--- config.mk ---
export PLATFORM = sky130hd
export DESIGN_NAME = adc_serial_seq
export DESIGN_NICKNAME = d
export VERILOG_FILES = /design/src/rtl/adc_seq_pkg.sv /design/src/rtl/seq_sync.sv /design/src/rtl/seq_ctrl.sv /design/src/rtl/seq_pulse_gen.sv /design/src/rtl/seq_shifter.sv /design/src/rtl/adc_serial_seq.sv
export SDC_FILE = /design/constraint.sdc
export NUM_CORES = 1
export LEC_CHECK = 0
export ABC_AREA = 0
export BUFFER_PORTS_ARGS = -buffer_cell sky130_fd_sc_hd__buf_2
export CORE_MARGIN = 1.5
export CORE_UTILIZATION = 65
export CTS_BUF_LIST = sky130_fd_sc_hd__clkbuf_4 sky130_fd_sc_hd__clkbuf_8
export DETAILED_ROUTE_END_ITERATION = 10
export GPL_TIMING_DRIVEN = 0
export PLACE_DENSITY = 0.83
export SYNTH_ARGS = -nofsm -noshare
export SYNTH_HDL_FRONTEND = slang
export SYNTH_SLANG_ARGS = --single-unit
--- constraint.sdc ---
create_clock -name clk -period 3.5 [get_ports clk]
set_input_delay 0.7 -clock clk [delete_from_list [all_inputs] [get_ports clk]]
set_output_delay 0.7 -clock clk [all_outputs]
set_load 0.01 [all_outputs]
--- src/rtl/adc_seq_pkg.sv ---
package adc_seq_pkg;
  typedef enum logic {
    CLK_INT = 1'b0,
    CLK_EXT = 1'b1
  } clk_src_e;

  // Cycles taken by a full internal pulse train.
  function automatic int pulse_span(input int bits, input int half);
    return bits * 2 * half;
  endfunction
endpackage

--- src/rtl/seq_sync.sv ---
module seq_sync #(
  parameter int STAGES      = 2,
  parameter bit RST_VAL     = 1'b0,
  parameter bit DETECT_RISE = 1'b1
) (
  input  logic clk,
  input  logic rst,
  input  logic din,
  output logic hit
);
  logic [STAGES-1:0] pipe;
  logic              last;

  always_ff @(posedge clk) begin
    if (rst) begin
      pipe <= {STAGES{RST_VAL}};
      last <= RST_VAL;
    end else begin
      pipe <= {pipe[STAGES-2:0], din};
      last <= pipe[STAGES-1];
    end
  end

  generate
    if (DETECT_RISE) begin : g_rise
      assign hit = pipe[STAGES-1] & ~last;
    end else begin : g_fall
      assign hit = ~pipe[STAGES-1] & last;
    end
  endgenerate
endmodule

--- src/rtl/seq_ctrl.sv ---
module seq_ctrl #(
  parameter int CONV_CYCLES = 80
) (
  input  logic clk,
  input  logic rst,
  input  logic trig_fall,
  output logic tracking,
  output logic start
);
  localparam int            CW   = $clog2(CONV_CYCLES);
  localparam logic [CW-1:0] LAST = CW'(CONV_CYCLES - 1);

  logic [CW-1:0] cnt;

  // A trigger only counts while tracking; a retrigger is dropped here.
  assign start = trig_fall & tracking;

  always_ff @(posedge clk) begin
    if (rst) begin
      tracking <= 1'b1;
      cnt      <= '0;
    end else if (start) begin
      tracking <= 1'b0;
      cnt      <= '0;
    end else if (!tracking) begin
      if (cnt == LAST) tracking <= 1'b1;
      else             cnt      <= cnt + 1'b1;
    end
  end
endmodule

--- src/rtl/seq_pulse_gen.sv ---
module seq_pulse_gen #(
  parameter int DW   = 16,
  parameter int HALF = 2
) (
  input  logic clk,
  input  logic rst,
  input  logic start,
  input  logic run,
  output logic sclk,
  output logic tick
);
  localparam int               PH_W    = $clog2(2 * HALF);
  localparam int               PC_W    = $clog2(DW + 1);
  localparam logic [PH_W-1:0]  PH_LAST = PH_W'(2 * HALF - 1);
  localparam logic [PH_W-1:0]  PH_HI   = PH_W'(HALF);
  localparam logic [PC_W-1:0]  PC_MAX  = PC_W'(DW);

  logic [PH_W-1:0] ph;
  logic [PC_W-1:0] pc;
  logic            active;

  assign active = run && (pc != PC_MAX);
  // The shift lands at the end of a low phase, one cycle before the next rise.
  assign tick   = active && (ph == PH_LAST);

  always_ff @(posedge clk) begin
    if (rst || start) begin
      ph   <= '0;
      pc   <= '0;
      sclk <= 1'b0;
    end else if (active) begin
      sclk <= (ph < PH_HI);
      if (ph == PH_LAST) begin
        ph <= '0;
        pc <= pc + 1'b1;
      end else begin
        ph <= ph + 1'b1;
      end
    end else begin
      sclk <= 1'b0;
    end
  end
endmodule

--- src/rtl/seq_shifter.sv ---
module seq_shifter #(
  parameter int            DW   = 16,
  parameter logic [DW-1:0] FILL = '0
) (
  input  logic          clk,
  input  logic          rst,
  input  logic          start,
  input  logic [DW-1:0] sample,
  input  logic          tick,
  output logic          ser,
  output logic          stale
);
  localparam int            PC_W   = $clog2(DW + 1);
  localparam logic [PC_W-1:0] PC_MAX = PC_W'(DW);

  logic [DW-1:0]   held;
  logic [DW-1:0]   sreg;
  logic            have_prev;
  logic [PC_W-1:0] cnt;

  always_ff @(posedge clk) begin
    if (rst) begin
      held      <= '0;
      sreg      <= FILL;
      have_prev <= 1'b0;
      cnt       <= PC_MAX;
      stale     <= 1'b1;
    end else if (start) begin
      held      <= sample;
      sreg      <= have_prev ? held : FILL;
      stale     <= !have_prev;
      have_prev <= 1'b1;
      cnt       <= '0;
    end else if (tick && (cnt != PC_MAX)) begin
      sreg <= {sreg[DW-2:0], 1'b0};
      cnt  <= cnt + 1'b1;
    end
  end

  assign ser = sreg[DW-1];
endmodule

--- src/rtl/adc_serial_seq.sv ---
module adc_serial_seq
  import adc_seq_pkg::*;
#(
  parameter int            DW          = 16,
  parameter int            CONV_CYCLES = 80,
  parameter int            HALF        = 2,
  parameter int            SYNC_STAGES = 2,
  parameter logic [DW-1:0] FILL        = 16'hA5C3
) (
  input  logic          clk,
  input  logic          rst,
  input  logic          conv_req_n,
  input  logic          dev_sel_n,
  input  logic          use_ext_clk,
  input  logic [DW-1:0] sample_code,
  input  logic          ext_shift_clk,
  output logic          tracking,
  output logic          shift_clk_out,
  output logic          ser_out,
  output logic          placeholder_out
);
  generate
    if (CONV_CYCLES <= pulse_span(DW, HALF)) begin : g_bad_cfg
      $error("conversion window too short for the pulse train");
    end
  endgenerate

  clk_src_e src;
  logic     trig_fall, ext_rise, start, run, int_tick, tick;

  assign src = clk_src_e'(use_ext_clk);

  seq_sync #(.STAGES(SYNC_STAGES), .RST_VAL(1'b1), .DETECT_RISE(1'b0)) u_trig_sync (
    .clk(clk), .rst(rst), .din(conv_req_n | dev_sel_n), .hit(trig_fall)
  );

  seq_sync #(.STAGES(SYNC_STAGES), .RST_VAL(1'b0), .DETECT_RISE(1'b1)) u_ext_sync (
    .clk(clk), .rst(rst), .din(ext_shift_clk), .hit(ext_rise)
  );

  seq_ctrl #(.CONV_CYCLES(CONV_CYCLES)) u_ctrl (
    .clk(clk), .rst(rst), .trig_fall(trig_fall), .tracking(tracking), .start(start)
  );

  assign run = !tracking && (src == CLK_INT);

  seq_pulse_gen #(.DW(DW), .HALF(HALF)) u_pulse (
    .clk(clk), .rst(rst), .start(start), .run(run),
    .sclk(shift_clk_out), .tick(int_tick)
  );

  assign tick = (src == CLK_EXT) ? ext_rise : int_tick;

  seq_shifter #(.DW(DW), .FILL(FILL)) u_shift (
    .clk(clk), .rst(rst), .start(start), .sample(sample_code), .tick(tick),
    .ser(ser_out), .stale(placeholder_out)
  );
endmodule

==> results of run 1 <==
[cell usage in the layout (no fill, tap or decap), types with 3 or more instances in the layout]
cell type	instances
o21ai_0	10
o211ai_1	4
buf_2	36
a21oi_1	30
nand2_1	44
a221o_1	3
dfxtp_1	61
clkbuf_1	7
a32oi_1	4
clkbuf_8	9
clkbuf_4	3
nand3_1	19
xor2_1	4
nor2_1	14
a31oi_1	5
xnor2_1	6
inv_1	6
ha_1	6
nor3b_1	3
nor3_1	8
nand4_1	5
nor2b_1	3
[metrics by stage]
| step | instances | power, W | hold WS (ns) | instance area, µm² | util |
|---|---|---|---|---|---|
| finish | 373 | 0.00128 | 0.414 | 2870 | 0.777 |
| global route | 373 | 0.00133 | 0.422 | 2870 | 0.777 |
| CTS | 373 | 0.00129 | 0.415 | 2870 | 0.777 |
| detailed placement | 361 | 0.000798 | 0.402 | 2720 | 0.737 |
| global placement | 361 | 0.000796 | 0.401 | 2720 | 0.737 |
| floorplan | 288 | 0.000768 | 0.389 | 2530 | - |
[routing by layer]
metal	global-route usage	share of wire	vias to the layer above	wire length, µm
met5	0	0	-	0
met4	0.159	0.025	0	142
met3	0.0531	0.075	14	417
met2	0.439	0.46	83	2580
met1	0.383	0.44	1042	2460
li1	-	-	1100	-
[synthesized netlist by cell type (6+ instances only)]
cell type / instances
inv_1: 6
ha_1: 6
nor3_1: 8
nor2_1: 14
buf_2: 11
nand2_1: 44
dfxtp_1: 61
a21oi_1: 30
clkbuf_1: 7
xnor2_1: 6
o21ai_0: 10
nand3_1: 19
[cell families (layout without fill, tap and decap cells)]
kind of cell / count (synthesis) / count (layout) / share of synthesized area
AND/OR/NAND/NOR: 116 / 116 / 0.236
AO/OA/AOI/OAI: 69 / 69 / 0.172
multiplexers: 1 / 1 / 0.00395
adder cells (fa/ha/maj): 6 / 6 / 0.0296
buffers and inverters: 25 / 62 / 0.0425
flip-flops: 61 / 61 / 0.482
XOR/XNOR: 10 / 10 / 0.0346
[cell type report]
| type | count | area, µm² |
|---|---|---|
| Buffer | 18 | 81.3 |
| Tap cell | 48 | 60.1 |
| Multi-Input combinational cell | 202 | 1200 |
| Sequential cell | 61 | 1220 |
| Clock buffer | 12 | 146 |
| Fill cell | 285 | 823 |
| Inverter | 7 | 26.3 |
| Timing Repair Buffer | 25 | 125 |
[flip-flops by register name (all words and copies together) (netlist names)]
name               cells
u_pulse.pc             5
u_ext_sync.last        1
u_ctrl.tracking        1
u_ext_sync.pipe        2
u_shift.have_prev      1
u_ctrl.cnt             7
u_shift.stale          1
u_shift.sreg          16
u_pulse.sclk           1
u_pulse.ph             2
u_shift.held          16
u_trig_sync.pipe       2
u_trig_sync.last       1
u_shift.cnt            5
[path summary, 6_finish.rpt]
kind	depth (start not counted)	startpoint	slack [ns]	end
worst max-delay path	7	u_pulse.pc[0]	1.59	u_shift.sreg[7]
worst max register to register	7	u_pulse.pc[0]	1.59	u_shift.sreg[7]
worst min-delay path	1	u_trig_sync.pipe[0]	0.41	u_trig_sync.pipe[1]
worst min register to register	1	u_trig_sync.pipe[0]	0.41	u_trig_sync.pipe[1]
[power by group through the flow]
| stage | clock [W] | combinational (W) | sequential (W) |
|---|---|---|---|
| global route | 0.000537 | 0.0000769 | 0.000715 |
| global placement | 0 | 0.0000673 | 0.000729 |
| CTS | 0.000503 | 0.0000688 | 0.000714 |
| detailed placement | 0 | 0.0000686 | 0.000729 |
| finish | 0.000496 | 0.0000695 | 0.000714 |
| floorplan | 0 | 0.0000411 | 0.000727 |
==> impl_metrics.csv, run 1 <==
group,metric,value,unit
run_status,outcome,"complete, no violations",
power,pwr-share-seq,0.558,
power,pwr-share-clk,0.388,
placed_design,io_buffers,25,
yosys,netlist.area_leader.share,0.482,
route,drt-pass1-iter-count,4,
cts,clockBufferDepth,2,
sta,final-hold-violation-count,0,
grt,overflow,0,
critical_path,cp_slowest_cell,"a221o_1",
power,combPwrFrac,0.054,
grt,antenna_found_initial,0,
power,p_leak,1.05,nW
sta,relSlewSlack,0.686,
sta,fin_ws,1.59,ns
yosys,synth_flop_cell,"dfxtp_1",
grt,grt_usage,0.287,
route,post_drt_wl_per_cell,15.0,µm
cts,cts_inserted_buffers,9,
critical_path,endpoint_kind,"register",
critical_path,crit_arrival,2.12,ns
route,wirelength,5590,µm
power,internal_power,0.000998,W
floorplan,die_h,65.4,µm
yosys,syn_nets,316,
yosys,syn_area_per_cell,8.80,µm²
yosys,ys_warn_count,0,
yosys,synth_area_leaders,"dfxtp_1 48%, nand2_1 6.5%, a21oi_1 5.9%",
sta,min_period,1.91,ns
yosys,synth-edff-count,0,
floorplan,io_pins,26,
sta,max_freq,525,MHz
cts,clkTransAtPathRegs,0.06,ns
cts,root_buffer,"clkbuf_8",
power,cellPowerDensity,447,nW/µm²
grt,grt_pass1_vias,1977,
yosys,ys_types,46,
final_layout,antennaDiodeCount,0,
yosys,ys_seq_area_frac,0.482,
critical_path,crit_family,"compound AO/OA/AOI/OAI gates",
sta,worst_slew_pin_slew,0.471,ns
grt,grt_pass1_wl,9140,µm
yosys,ys_ff_latch,61,
power,netSwitchingFraction,0.221,
critical_path,crit_path_max_fanout,8,
final_layout,syn_to_final_growth,13.1,%
critical_path,cp.buffers_inverters,2,
final_layout,drive_gt1_frac,0.163,
critical_path,worst_path_largest_cell_delay,0.38,ns
yosys,synthesis.area,2530,µm²
cts,cts_sinks,61,
cts,cts_resized,0,
critical_path,crit_type,"reg2reg",
floorplan,initial_core_util,0.687,
placed_design,place_congestion,0.843,
sta,fin_worst_skew,0.00397,ns
cts,postCtsSetupRepairBufs,0,
critical_path,cp-start-kind,"register",
sta,grt_setup_unrepaired,"no",
critical_path,cp.required,3.71,ns
floorplan,fp.coreArea,3690,µm²
yosys,syn_inst,288,
placed_design,place_ws,1.33,ns
route,drc,0,
power,power.switching,0.000283,W
final_layout,nets,352,
sta,fin_setup_tns,0,ns
sta,finalSetupViolations,0,
floorplan,die_width,65.4,µm
cts,htree_levels,3,
sta,maxSlewViolCount,0,
min_path,hold_path.class,"reg2reg",
route,drtIter0Drc,181,
critical_path,crit_chain,"inv_1, ha_1, nand4bb_1, buf_2, a21bo_1, a21oi_1, a221o_1",
grt,grt_start_max_net_pins,11,
power,ir_drop,0.375,mV
floorplan,dieArea,4280,µm²
flow_run,drv_cap,0,
floorplan,fp-row-count,22,
cts,clk_latency,0.33,ns
route,dr_total_vias,2239,
route,postRouteAntennaNets,0,
yosys,async_reset_ff_frac,0,
cts,cts_tree,"yes",
yosys,synth_area_leader_cell,"dfxtp_1",
sta,fin_crit_sh,0.545,
route,via_per_inst,6.00,
placed_design,hpwl,3980,µm
cts,hold_buffers,0,
Note: power is estimated with default switching activity, not from simulation.
==> run 2: changes to the inputs <==
ABC_AREA = 1   (was 0)
CORE_UTILIZATION = 61   (was 65)
PLACE_DENSITY = 0.78   (was 0.83)
clock period = 1.97 ns   (was 3.5 ns; I/O delays follow)
==> impl_metrics.csv, run 2 <==
group,metric,value,unit
run_status,outcome,"complete, no violations",
cts,cts_resized,0,
critical_path,crit_arrival,1.88,ns
floorplan,die_h,69.2,µm
route,dr_total_vias,2287,
grt,grt_start_max_net_pins,11,
yosys,synth-compound-area-share,0.104,
final_layout,top_regs,"u_shift.held (16), u_shift.sreg (16), u_ctrl.cnt (7)",
final_layout,syn_to_final_growth,12.5,%
floorplan,initial_core_util,0.649,
critical_path,cp-start-kind,"register",
power,cellPowerDensity,768,nW/µm²
grt,grt_usage,0.236,
floorplan,dieArea,4790,µm²
yosys,synth_top_family_by_area,"simple AND/OR/NAND/NOR gates",
placed_design,hpwl,3650,µm
sta,final-hold-violation-count,0,
cts,cts_inserted_buffers,9,
cts,cts_sinks,61,
sta,fin_worst_skew,0.00527,ns
yosys,netlist.area_leader.share,0.457,
sta,grt_setup_unrepaired,"no",
power,ir_drop,0.511,mV
yosys,async_reset_ff_frac,0,
floorplan,fp.coreArea,4120,µm²
sta,worst_slew_pin_slew,0.585,ns
power,p_leak,1.38,nW
floorplan,io_pins,26,
cts,clk_latency,0.32,ns
yosys,synthAdderAreaFrac,0.0281,
final_layout,layout_commonest_cell,"nand2_1",
yosys,synth-edff-count,0,
cts,hold_buffers,0,
placed_design,dpl-instance-area,2860,µm²
yosys,synth_area_leader_cell,"dfxtp_1",
yosys,syn_inst,358,
cts,clockBufferDepth,2,
grt,grt_pass1_wl,8970,µm
sta,relSlewSlack,0.610,
min_path,hold_path.class,"in2reg",
placed_design,place_congestion,0.810,
sta,maxSlewViolCount,0,
route,drc,0,
cts,postCtsSetupRepairBufs,0,
route,postRouteAntennaNets,0,
sta,fin_setup_tns,0,ns
yosys,synth_common_cells,"71 x nand2_1, 61 x dfxtp_1, 61 x nor2_1, 39 x nand3_1, 32 x inv_1",
route,drt-pass1-iter-count,5,
critical_path,cp.required,2.18,ns
route,wirelength,5270,µm
cts,cts_tree,"yes",
yosys,synth_area_leaders,"dfxtp_1 46%, nand2_1 10%, nor2_1 8.6%",
sta,min_period,1.67,ns
yosys,yosys.area_share.simple,0.306,
final_layout,final_cell_mix,"71 x nand2_1, 61 x nor2_1, 61 x dfxtp_1, 39 x nand3_1, 32 x inv_1",
yosys,syn_area_per_cell,7.46,µm²
yosys,ys_warn_count,0,
sta,max_freq,599,MHz
route,drtIter0Drc,124,
cts,root_buffer,"clkbuf_8",
floorplan,die_width,69.2,µm
sta,fin_crit_sh,0.848,
final_layout,nets,422,
final_layout,drive_gt1_frac,0.152,
grt,grt_pass1_vias,2011,
yosys,yosys.area_share.xor_xnor,0.0197,
final_layout,antennaDiodeCount,0,
floorplan,fp-row-count,23,
placed_design,io_buffers,25,
sta,finalSetupViolations,0,
yosys,synth_most_common_cell,"nand2_1",
route,post_drt_wl_per_cell,11.8,µm
yosys,ys_types,28,
yosys,ys_seq_area_frac,0.457,
flow_run,drv_cap,0,
yosys,ys_ff_latch,61,
grt,antenna_found_initial,0,
critical_path,crit_type,"reg2reg",
yosys,synthesis.area,2670,µm²
critical_path,endpoint_kind,"register",
grt,overflow,0,
yosys,synthMuxAreaShare,0,
route,via_per_inst,5.14,
yosys,synth_flop_cell,"dfxtp_1",
cts,clkTransAtPathRegs,0.06,ns
final_layout,postLayoutCellArea,3010,µm²
cts,htree_levels,3,
critical_path,crit_path_max_fanout,10,
yosys,syn_nets,386,
-- run 2: changes by cell type after synthesis, moves of 4 or more --
| cell | previous run | this run |
|---|---|---|
| inv_1 | 6 | 32 |
| a31oi_1 | 5 | 0 |
| buf_2 | 11 | 4 |
| nand2_1 | 44 | 71 |
| o211ai_1 | 4 | 0 |
| buf_6 | 0 | 5 |
| a32oi_1 | 4 | 0 |
| nor3_1 | 8 | 3 |
| nand4_1 | 5 | 0 |
| nor2_1 | 14 | 61 |
| nand3_1 | 19 | 39 |
| o21ai_0 | 10 | 19 |
-- run 2: cell families (layout without fill, tap and decap cells) --
logic type,Yosys count,after routing
XOR/XNOR,6,6
AND/OR/NAND/NOR,184,184
adder cells (fa/ha/maj),6,6
AO/OA/AOI/OAI,52,52
buffers and inverters,49,86
flip-flops,61,61
-- run 2: worst max-delay path, stage by stage (launching register included) --
cell and delay [ns]:
dfxtp_1 0.36, inv_1 0.08, ha_1 0.20, nand2_1 0.07, clkinv_1 0.06, nand2_2 0.10
nand3_4 0.13, nand2_4 0.13, nand2_4 0.06, buf_6 0.15, nand2_4 0.07, inv_4 0.05
nand2_1 0.05, nand3_1 0.06
-- run 2: area by class of cell --
type | instances | area, µm²
Sequential cell | 61 | 1220
Tap cell | 50 | 62.6
Multi-Input combinational cell | 248 | 1220
Buffer | 13 | 91.3
Fill cell | 359 | 1110
Timing Repair Buffer | 25 | 125
Clock buffer | 12 | 146
Inverter | 36 | 138
-- run 2: layer usage --
metal  vias to the layer above  GRT usage  wire length, µm
met5                         -          0                0
met4                         0      0.120               82
met3                         8     0.0465              228
met2                        49      0.378             2420
met1                      1022      0.303             2540
li1                       1208          -                -
-- run 2: power breakdown --
part / total (W) / internal [W] / switching (W)
combinational: 0.000146 / 0.0000541 / 0.0000916
sequential: 0.00128 / 0.00126 / 0.0000146
clock: 0.000886 / 0.000471 / 0.000415
total: 0.00231 / 0.00179 / 0.000521
-- run 2: worst paths after layout --
path	start	endpoint	slack, ns	cells after the start
setup / recovery	u_pulse.pc[0]	u_shift.sreg[6]	0.30	13
setup reg to reg	u_pulse.pc[0]	u_shift.sreg[6]	0.30	13
hold reg to reg	u_trig_sync.pipe[0]	u_trig_sync.pipe[1]	0.41	1
hold / removal	conv_req_n	u_trig_sync.pipe[0]	0.24	3
-- run 2: per-stage QoR --
stage               setup WS (ns)  std cells  hold slack [ns]  total power, W  utilization
floorplan                   0.470        358            0.388         0.00139            -
global placement            0.322        433            0.392         0.00144        0.695
detailed placement          0.291        433            0.394         0.00145        0.695
CTS                         0.272        445            0.232         0.00232        0.730
global route                0.140        445            0.240         0.00240        0.730
finish                      0.300        445            0.243         0.00231        0.730
